File: config.mk
export PLATFORM = sky130hd
export DESIGN_NAME = mbox_crc_loader
export DESIGN_NICKNAME = d
export VERILOG_FILES = /design/src/rtl/mbox_pkg.sv /design/src/rtl/mbox_regs.sv /design/src/rtl/mbox_crc_engine.sv /design/src/rtl/mbox_crc_loader.sv
export SDC_FILE = /design/constraint.sdc
export NUM_CORES = 1
export LEC_CHECK = 0
export BUFFER_PORTS_ARGS = -buffer_cell sky130_fd_sc_hd__buf_2
export CAP_MARGIN = 20
export CORE_MARGIN = 2
export CORE_UTILIZATION = 25
export CTS_CLUSTER_DIAMETER = 200
export DETAILED_ROUTE_END_ITERATION = 16
export GPL_TIMING_DRIVEN = 0
export PLACE_DENSITY = 0.51
export REMOVE_ABC_BUFFERS = 1
export SLEW_MARGIN = 20
export SYNTH_ARGS = -nofsm -noshare
export SYNTH_HDL_FRONTEND = slang
export SYNTH_SLANG_ARGS = --single-unit
File: constraint.sdc
create_clock -name clk -period 2.2 [get_ports clk]
set_clock_uncertainty 0.05 [all_clocks]
set_input_delay 0.22 -clock clk [delete_from_list [all_inputs] [get_ports clk]]
set_output_delay 0.22 -clock clk [all_outputs]
set_load 0.01 [all_outputs]
File: src/rtl/mbox_pkg.sv
package mbox_pkg;
   localparam logic [2:0] IDX_CMD    = 3'd0;
   localparam logic [2:0] IDX_CRC    = 3'd1;
   localparam logic [2:0] IDX_ADR_HI = 3'd2;
   localparam logic [2:0] IDX_ADR_LO = 3'd3;
   localparam logic [2:0] IDX_DAT_HI = 3'd4;
   localparam logic [2:0] IDX_DAT_LO = 3'd5;

   localparam int CMD_EXEC_BIT  = 0;
   localparam int CMD_WRITE_BIT = 1;
   localparam int CMD_CLR_BIT   = 2;
   localparam int STAT_BUSY_BIT = 8;

   // One byte folded into a 16-bit MSB-first CRC, no reflection
   function automatic logic [15:0] crc16_fold(input logic [15:0] acc,
                                              input logic [7:0]  b,
                                              input logic [15:0] poly);
      logic [15:0] r;
      r = acc ^ {b, 8'h00};
      for (int i = 0; i < 8; i++) begin
         r = r[15] ? ((r << 1) ^ poly) : (r << 1);
      end
      return r;
   endfunction
endpackage

File: src/rtl/mbox_regs.sv
module mbox_regs #(
   parameter int WORD_W = 32
) (
   input  logic              clk,
   input  logic              rst_n,
   input  logic              wr_en,
   input  logic [2:0]        idx,
   input  logic [WORD_W/2-1:0] wdata,
   input  logic              advance,
   output logic [WORD_W-1:0] addr,
   output logic [WORD_W-1:0] data
);
   import mbox_pkg::*;
   localparam int HALF_W = WORD_W / 2;
   localparam logic [WORD_W-1:0] STEP = WORD_W'(WORD_W / 8);

   generate
      if (WORD_W % 16 != 0) begin : g_bad_width
         $error("WORD_W must be a multiple of 16");
      end
   endgenerate

   always_ff @(posedge clk or negedge rst_n) begin
      if (!rst_n) begin
         addr <= '0;
         data <= '0;
      end else begin
         if (advance) begin
            addr <= addr + STEP;
         end else if (wr_en && idx == IDX_ADR_HI) begin
            addr[WORD_W-1:HALF_W] <= wdata;
         end else if (wr_en && idx == IDX_ADR_LO) begin
            addr[HALF_W-1:0] <= wdata;
         end
         if (wr_en && idx == IDX_DAT_HI) data[WORD_W-1:HALF_W] <= wdata;
         if (wr_en && idx == IDX_DAT_LO) data[HALF_W-1:0]      <= wdata;
      end
   end
endmodule

File: src/rtl/mbox_crc_engine.sv
module mbox_crc_engine #(
   parameter int          WORD_W         = 32,
   parameter int          BYTES_PER_STEP = 1,
   parameter logic [15:0] POLY           = 16'h1021
) (
   input  logic              clk,
   input  logic              rst_n,
   input  logic              load,
   input  logic              clear,
   input  logic [WORD_W-1:0] word,
   output logic [15:0]       crc,
   output logic              busy
);
   import mbox_pkg::*;
   localparam int NBYTES = WORD_W / 8;
   localparam int STEPS  = NBYTES / BYTES_PER_STEP;
   localparam int CNT_W  = $clog2(STEPS + 1);
   localparam int SHIFT  = 8 * BYTES_PER_STEP;

   generate
      if (BYTES_PER_STEP < 1 || NBYTES % BYTES_PER_STEP != 0) begin : g_bad_step
         $error("BYTES_PER_STEP must divide the word byte count");
      end
   endgenerate

   logic [WORD_W-1:0] shreg;
   logic [CNT_W-1:0]  cnt;
   logic [15:0]       chain [BYTES_PER_STEP+1];

   assign chain[0] = crc;
   genvar g;
   generate
      for (g = 0; g < BYTES_PER_STEP; g++) begin : g_fold
         assign chain[g+1] = crc16_fold(chain[g], shreg[WORD_W-1-8*g -: 8], POLY);
      end
   endgenerate

   assign busy = (cnt != '0);

   always_ff @(posedge clk or negedge rst_n) begin
      if (!rst_n) begin
         crc   <= '0;
         shreg <= '0;
         cnt   <= '0;
      end else if (load || clear) begin
         if (clear) crc <= '0;
         if (load) begin
            shreg <= word;
            cnt   <= CNT_W'(STEPS);
         end
      end else if (busy) begin
         crc   <= chain[BYTES_PER_STEP];
         shreg <= shreg << SHIFT;
         cnt   <= cnt - 1'b1;
      end
   end


   load_idle_chk: assert property (@(posedge clk) disable iff (!rst_n)
      busy |-> !load);

   load_busy_chk: assert property (@(posedge clk) disable iff (!rst_n)
      load |=> busy);

   clear_zero_chk: assert property (@(posedge clk) disable iff (!rst_n)
      (clear && !busy) |=> crc == 16'h0000);
endmodule

File: src/rtl/mbox_crc_loader.sv
module mbox_crc_loader #(
   parameter int          WORD_W         = 32,
   parameter int          BYTES_PER_STEP = 1,
   parameter logic [15:0] POLY           = 16'h1021
) (
   input  logic                clk,
   input  logic                rst_n,
   input  logic                reg_wr,
   input  logic [2:0]          reg_idx,
   input  logic [15:0]         reg_wdata,
   output logic [15:0]         reg_rdata,
   output logic                mem_we,
   output logic [WORD_W-1:0]   mem_addr,
   output logic [WORD_W-1:0]   mem_wdata
);
   import mbox_pkg::*;
   localparam int HALF_W = WORD_W / 2;

   initial begin
      if (HALF_W != 16) $error("register halves must be 16 bits wide");
   end

   logic [WORD_W-1:0] cur_addr, cur_data;
   logic [15:0]       crc;
   logic              busy, cmd_hit, accept, clr;

   assign cmd_hit = reg_wr && reg_idx == IDX_CMD;
   assign accept  = cmd_hit && reg_wdata[CMD_EXEC_BIT] && reg_wdata[CMD_WRITE_BIT] && !busy;
   assign clr     = cmd_hit && reg_wdata[CMD_CLR_BIT] && !busy;

   mbox_regs #(.WORD_W(WORD_W)) u_regs (
      .clk(clk), .rst_n(rst_n), .wr_en(reg_wr), .idx(reg_idx),
      .wdata(reg_wdata), .advance(accept), .addr(cur_addr), .data(cur_data)
   );

   mbox_crc_engine #(.WORD_W(WORD_W), .BYTES_PER_STEP(BYTES_PER_STEP), .POLY(POLY)) u_crc (
      .clk(clk), .rst_n(rst_n), .load(accept), .clear(clr),
      .word(cur_data), .crc(crc), .busy(busy)
   );

   always_ff @(posedge clk or negedge rst_n) begin
      if (!rst_n) begin
         mem_we    <= 1'b0;
         mem_addr  <= '0;
         mem_wdata <= '0;
      end else begin
         mem_we <= accept;
         if (accept) begin
            mem_addr  <= cur_addr;
            mem_wdata <= cur_data;
         end
      end
   end

   always_comb begin
      reg_rdata = '0;
      case (reg_idx)
         IDX_CMD:    reg_rdata[STAT_BUSY_BIT] = busy;
         IDX_CRC:    reg_rdata = crc;
         IDX_ADR_HI: reg_rdata = cur_addr[WORD_W-1:HALF_W];
         IDX_ADR_LO: reg_rdata = cur_addr[HALF_W-1:0];
         IDX_DAT_HI: reg_rdata = cur_data[WORD_W-1:HALF_W];
         IDX_DAT_LO: reg_rdata = cur_data[HALF_W-1:0];
         default:    reg_rdata = '0;
      endcase
   end


   we_pulse_chk: assert property (@(posedge clk) disable iff (!rst_n)
      mem_we |=> !mem_we);

   partial_cmd_chk: assert property (@(posedge clk) disable iff (!rst_n)
      (cmd_hit && !(reg_wdata[CMD_EXEC_BIT] && reg_wdata[CMD_WRITE_BIT])) |=> !mem_we);

   busy_drop_chk: assert property (@(posedge clk) disable iff (!rst_n)
      (cmd_hit && busy) |=> !mem_we);
endmodule

Yosys cells after proc, flatten, opt, wreduce, memory -nomap -nowiden

Cells that the tools add are included.
W data, S select, Z words.

Logic and storage cells: 73
Register bits after elaboration: 180

Bitwise gates (word level): 9
Add/subtract/negate cells: 2
Equal/unequal tests: 8
Reduce and logical (&&, ||, !) cells: 20
Mux-type cells: 24

Operators with widths:

| operator                | count |
|---|---|
| $mux W32                | 4 |
| $mux W13                | 8 |
| $mux W16                | 6 |
| $pmux W8 S5             | 1 |
| $pmux W7 S5             | 1 |
| $add A32 B3 Y32 const B | 1 |
| $not A3 Y3              | 8 |
| $xor A16 B16 Y16        | 1 |
| $logic_and A1 B1 Y1     | 10 |
| $mux W3                 | 3 |
| $eq A3 B2 Y1 const B    | 2 |
| $eq A3 B3 Y1 const B    | 2 |
| $pmux W1 S6             | 1 |
| $reduce_and A2 Y1       | 3 |
| $reduce_bool A2 Y1      | 3 |
| $ne A2 B2 Y1 const B    | 2 |
| $eq A3 B1 Y1 const B    | 1 |
| $logic_not A3 Y1        | 1 |
| $reduce_bool A3 Y1      | 1 |
| $sub A3 B1 Y3 const B   | 1 |
| $ne A2 B1 Y1 const B    | 1 |
| $logic_not A1 Y1        | 1 |
| $logic_or A1 B1 Y1      | 1 |

Depth between registers and ports, before layout

Word-level depth: 19
Gate-level depth with buffers: 9
Depth with buffers taken out: 7

Cells and area by module

A second synthesis with hierarchy kept.

Cells, all modules: 746
Area, all modules: 9032.4 um^2

By module, submodules not included:

| module          | instances | area each (um^2) | cells each |
|---|---|---|---|
| mbox_regs       | 1         | 3236.9           | 311 |
| mbox_crc_loader | 1         | 3095.5           | 224 |
| mbox_crc_engine | 1         | 2700.1           | 211 |

Least setup slack after synthesis

No wires, ideal clock.

Kind: register to register
Start point: register u_crc.cnt[0]
End point: register u_regs.addr[31]
Required time: 2.025 ns
Arrival time: 1.755 ns
Stages on the path, launching flop included: 8
Period minus slack after synthesis: 1.930 ns
Setup slack: 0.270 ns
Cell sequence: dfrtp_1 -> inv_1 -> ha_1 -> and4b_1 -> buf_2 -> nand4_1 -> nor4_1 -> mux2_2

Cells in the longest elaborated chain, start to end: 4
Elaborated cells between the ends (all ways): 5
Classes of those cells: mux (1); reduce/logical (4)

RTL lines:

| item                                           | line                  | source |
|---|---|---|
| from (decl)                                    | mbox_crc_engine.sv:27 | `logic [CNT_W-1:0] cnt;` |
| from (signal assigned)                         | mbox_crc_engine.sv:49 | `cnt <= CNT_W'(STEPS);` |
| from (signal assigned)                         | mbox_crc_engine.sv:54 | `cnt <= cnt - 1'b1;` |
| $reduce_bool A3 Y1 *                           | mbox_crc_engine.sv:38 | `assign busy = (cnt != '0);` |
| $logic_not A1 Y1 *                             | mbox_crc_loader.sv:28 | `assign accept = cmd_hit && reg_wdata[CMD_EXEC_BIT] && reg_wdata[CMD_WRITE_BIT] && !busy;` |
| $logic_and A1 B1 Y1 *                          | mbox_crc_loader.sv:28 |  |
| $mux W32 or $reduce_bool A2 Y1 (tied branches) | n/a                   |  |
| to (signal assigned)                           | mbox_regs.sv:29       | `addr <= addr + STEP;` |
| to (signal, indexed assignment)                | mbox_regs.sv:31       | `addr[WORD_W-1:HALF_W] <= wdata;` |
| to (signal, indexed assignment)                | mbox_regs.sv:33       | `addr[HALF_W-1:0] <= wdata;` |
| to (decl)                                      | mbox_regs.sv:10       | `output logic [WORD_W-1:0] addr,` |

Mark *: on every way between the ends. The rest lies on a longest branch, timed or not.
A chain may end at the register's enable or synchronous reset.

Worst setup path after layout

Start point: register u_crc.cnt[0]
End point: output reg_rdata[8]

Cells in the longest elaborated chain, start to end: 2

RTL lines:

| item               | line                  | source |
|---|---|---|
| $reduce_bool A3 Y1 | mbox_crc_engine.sv:38 |  |
| $pmux W1 S6        | mbox_crc_loader.sv:57 | `case (reg_idx)` |
| to (decl)          | mbox_crc_loader.sv:11 | `output logic [15:0] reg_rdata,` |

No other way between the ends.

==> results.yml <==
pwr:
  p_int_uw: 7450
  switching_share_pct: 36.59
  ir_drop_mv: 0.6066
  comb_power_share_pct: 31.8
  p_total_uw: 11750
  seqPwrFrac_pct: 42.3
  power_density_nw_per_um2: 1105
  p_clk_share_pct: 25.9
  switchingPower_uw: 4300
  power_leakage_uw: 0.005085
clock_network:
  clk_latency_ns: 0.44
  h-tree-depth: 4
  cts_tree: "built"
  cts-root-buf: "clkbuf_16"
  path_clk_slew_ns: 0.08
  cts_buffers: 17
  cts.sinks: 180
  clockBufferDepth: 2
route:
  first_pass_iters: 4
  drc: 0
  dr_wl_met2_mm: 12.85
  viasPerCell: 4.915
  drt_iter0_drc: 516
  wl_met3_mm: 1.342
  routed_wl_mm: 28.35
  avgRoutedWirePerCell_um: 19.70
  ant_nets: 0
  top_layer: "met4"
  routedLengthMet1_mm: 13.75
  vias: 7073
logic_synthesis:
  yosys_register_bits: 180
  async_flop_share_pct: 100.0
  yosysWarnings: 0
  syn_avg_cell_area_um2: 9.709
  synth_edf_count: 0
  ys_seq_area_share_pct: 52.90
  synth_flop_cell: "dfrtp_1"
  synthesis.area_um2: 8514
  netlist_instances: 877
  yosys.cell_types.count: 57
sta:
  fin_crit_sh_pct: 98.91
  period_needed_ns: 2.176
  setup_viol: 0
  rsz0062_at_grt: "true"
  fmax_ghz: 0.4595
  tightest_slew_ns: 0.9802
  relSlewSlack_pct: 34.31
  final-hold-violation-count: 0
  fin_tns_setup_ns: 0
  worst_slack_ns: 0.02392
  drv_slew: 0
global_routing:
  antenna_found_initial: 0
  grt_use_total_pct: 16.35
  first_global_vias: 7032
  grt-ovfl-total: 0
  grt_max_degree: 84
  grt_first_pass_wirelength_mm: 44.36
worst_setup_path:
  crit_path_start_kind: "flop"
  crit_fanout: 5
  critical_path_class: "reg2out"
  cp.arrival_ns: 1.91
  cp-end-kind: "output port"
  crit_required_ns: 1.93
die:
  core_um2: 33530
  num_rows: 67
  die_h_um: 188.5
  io_pins: 103
  die_w_um: 188.5
  start_util_pct: 25.39
  die_area_um2: 35550
layout:
  layout-drive-gt1-share_pct: 25.23
  fin_cells: 1439
  final_core_util_pct: 31.71
  final_nets: 1003
  syn2layout_area_growth_pct: 24.88
  antenna_cells: 0
  n_fill_cell: 3556
place:
  place_congestion: 0.8599
  numPortBuffers: 102
  post-dp-hpwl_mm: 18.56
  dp_cells: 1376
  dp_slack_ns: -1.384
job:
  max_cap_violations: 0
status:
  status: "finished clean"
hold_path:
  worstHoldPathType: "in2reg"
## metrics by stage
| stage | hold slack (ns) | cell area [um^2] |
|---|---|---|
| after detailed placement | 0.1091 | 9525 |
| after global placement | 0.4059 | 9320 |
| after global routing | 0.03854 | 10630 |
| after CTS | 0.01937 | 10510 |
| after floorplan | -0.1256 | 8249 |
| final | 0.03935 | 10630 |
## sequential cells by signal, indices dropped and copies added (netlist names)
signal,flops
mem_addr,32
mem_wdata,32
u_crc.shreg,32
u_regs.addr,32
u_regs.data,32
u_crc.crc,16
u_crc.cnt,3
mem_we,1
## path summary, 6_finish.rpt
kind / start / endpoint / slack, ns / cells after the start
hold / removal: reg_wdata[1] / u_regs.addr[1]$_DFFE_PN0P_ / 0.04 / 3
hold reg to reg: mem_addr[14]$_DFFE_PN0P_ / mem_addr[14]$_DFFE_PN0P_ / 0.42 / 2
max in group asynchronous: rst_n / u_crc.shreg[16]$_DFFE_PN0P_ / 1.09 / 3
setup reg to reg: u_crc.cnt[1]$_DFFE_PN0P_ / u_regs.addr[29]$_DFFE_PN0P_ / 0.08 / 8
setup / recovery: u_crc.cnt[0]$_DFFE_PN0P_ / reg_rdata[8] / 0.02 / 7
min in group asynchronous: rst_n / mem_addr[22]$_DFFE_PN0P_ / 0.23 / 2
## cell usage after synthesis (2+ instances only)
master,number,area [um^2]
and4_1,3,26.28
a31oi_1,2,12.51
and3_1,5,31.28
dfrtp_1,180,4504
nand4b_1,2,17.52
mux2_2,47,529.3
and4b_1,2,20.02
buf_2,17,85.08
a21oi_1,12,60.06
or3_1,3,18.77
buf_4,5,37.54
o221a_2,2,22.52
nand3_1,29,145.1
a41oi_1,2,17.52
a311oi_1,10,87.58
inv_1,6,22.52
mux2i_1,18,180.2
a22oi_1,16,120.1
nand4_1,7,43.79
nor2b_1,3,18.77
nand2_1,227,852.1
a211oi_1,7,52.55
o32ai_1,2,17.52
and2_1,3,18.77
nor4_1,11,68.82
clkbuf_1,22,82.58
a211o_1,3,26.28
nor2_1,76,285.3
o311ai_0,6,52.55
ha_1,3,37.54
nand2b_1,2,12.51
xor2_1,6,52.55
or4_1,3,22.52
o22ai_1,47,294.0
a22o_1,8,70.07
o21ai_0,10,50.05
nor3_1,16,80.08
xnor2_1,18,157.7
o211ai_1,6,45.04
buf_1,13,48.80
## final cells by class
cell class / count / area [um^2] / share of cell area [%]
Inverter: 6 / 48.80 / 0.4589
Sequential cell: 180 / 4506 / 42.37
Multi-Input combinational cell: 635 / 3875 / 36.44
Tap cell: 448 / 560.5 / 5.272
Clock buffer: 17 / 425.4 / 4.001
Timing Repair Buffer: 138 / 1061 / 9.979
Clock inverter: 15 / 156.4 / 1.471
## power by group through the flow
stage,Clock (uW),Combinational (uW),Sequential (uW)
CTS,3130,3710,4940
detailed placement,0,3590,5000
global placement,0,3480,4980
floorplan,0,2430,4850
finish,3040,3740,4970
global route,3270,4160,5090
## cell usage in the layout, fill, tap and decap left out, types with 4 or more instances in the layout
| cell type | count |
|---|---|
| nor2_1 | 75 |
| o21ai_0 | 10 |
| a211oi_1 | 6 |
| mux2i_1 | 18 |
| inv_8 | 4 |
| dfrtp_1 | 179 |
| buf_16 | 5 |
| nor4_1 | 7 |
| o311ai_0 | 6 |
| nor4_2 | 4 |
| nand3_1 | 28 |
| a22oi_1 | 16 |
| xnor2_1 | 18 |
| buf_4 | 21 |
| a22o_1 | 8 |
| and3_1 | 5 |
| clkinv_4 | 4 |
| nand4_1 | 7 |
| o22ai_1 | 47 |
| mux2_2 | 47 |
| clkbuf_16 | 17 |
| bufbuf_16 | 5 |
| nand2_1 | 226 |
| nor3_1 | 16 |
| xor2_1 | 6 |
| inv_6 | 5 |
| o211ai_1 | 6 |
| a311oi_1 | 10 |
| a21oi_1 | 10 |
| buf_2 | 100 |
## per-layer routing
layer / up-vias / track usage [%]
met1: 3526 / 23.87
met2: 205 / 25.06
li1: 3316 / -
met3: 26 / 2.812
met5: - / 0
met4: 0 / 3.996
## what timing repair did
action / 4_1_cts / 5_1_grt
cloned: 7 / 0
hold buffers: 1 / 0
endpoints found under the hold margin: 47 / 0
endpoints found under the setup margin: 143 / 25
setup buffers: 14 / 9
resized for setup: 21 / 10
pin swaps: 7 / 7
## critical path, cell delays in order (launching register included)
cell	delay, ns
dfrtp_1	0.37
inv_2	0.06
ha_4	0.17
nor2b_4	0.13
or3_1	0.38
a21oi_2	0.12
a211o_1	0.12
buf_2	0.12
## cells by family after synthesis
family | Yosys count | synth area share [%]
AO/OA/AOI/OAI | 141 | 11.84
multiplexers | 65 | 8.332
flip-flops | 180 | 52.90
buffers and inverters | 64 | 3.380
XOR/XNOR | 24 | 2.469
adder cells (fa/ha/maj) | 3 | 0.4409
AND/OR/NAND/NOR | 400 | 20.63
(Power assumes the default switching activity.)
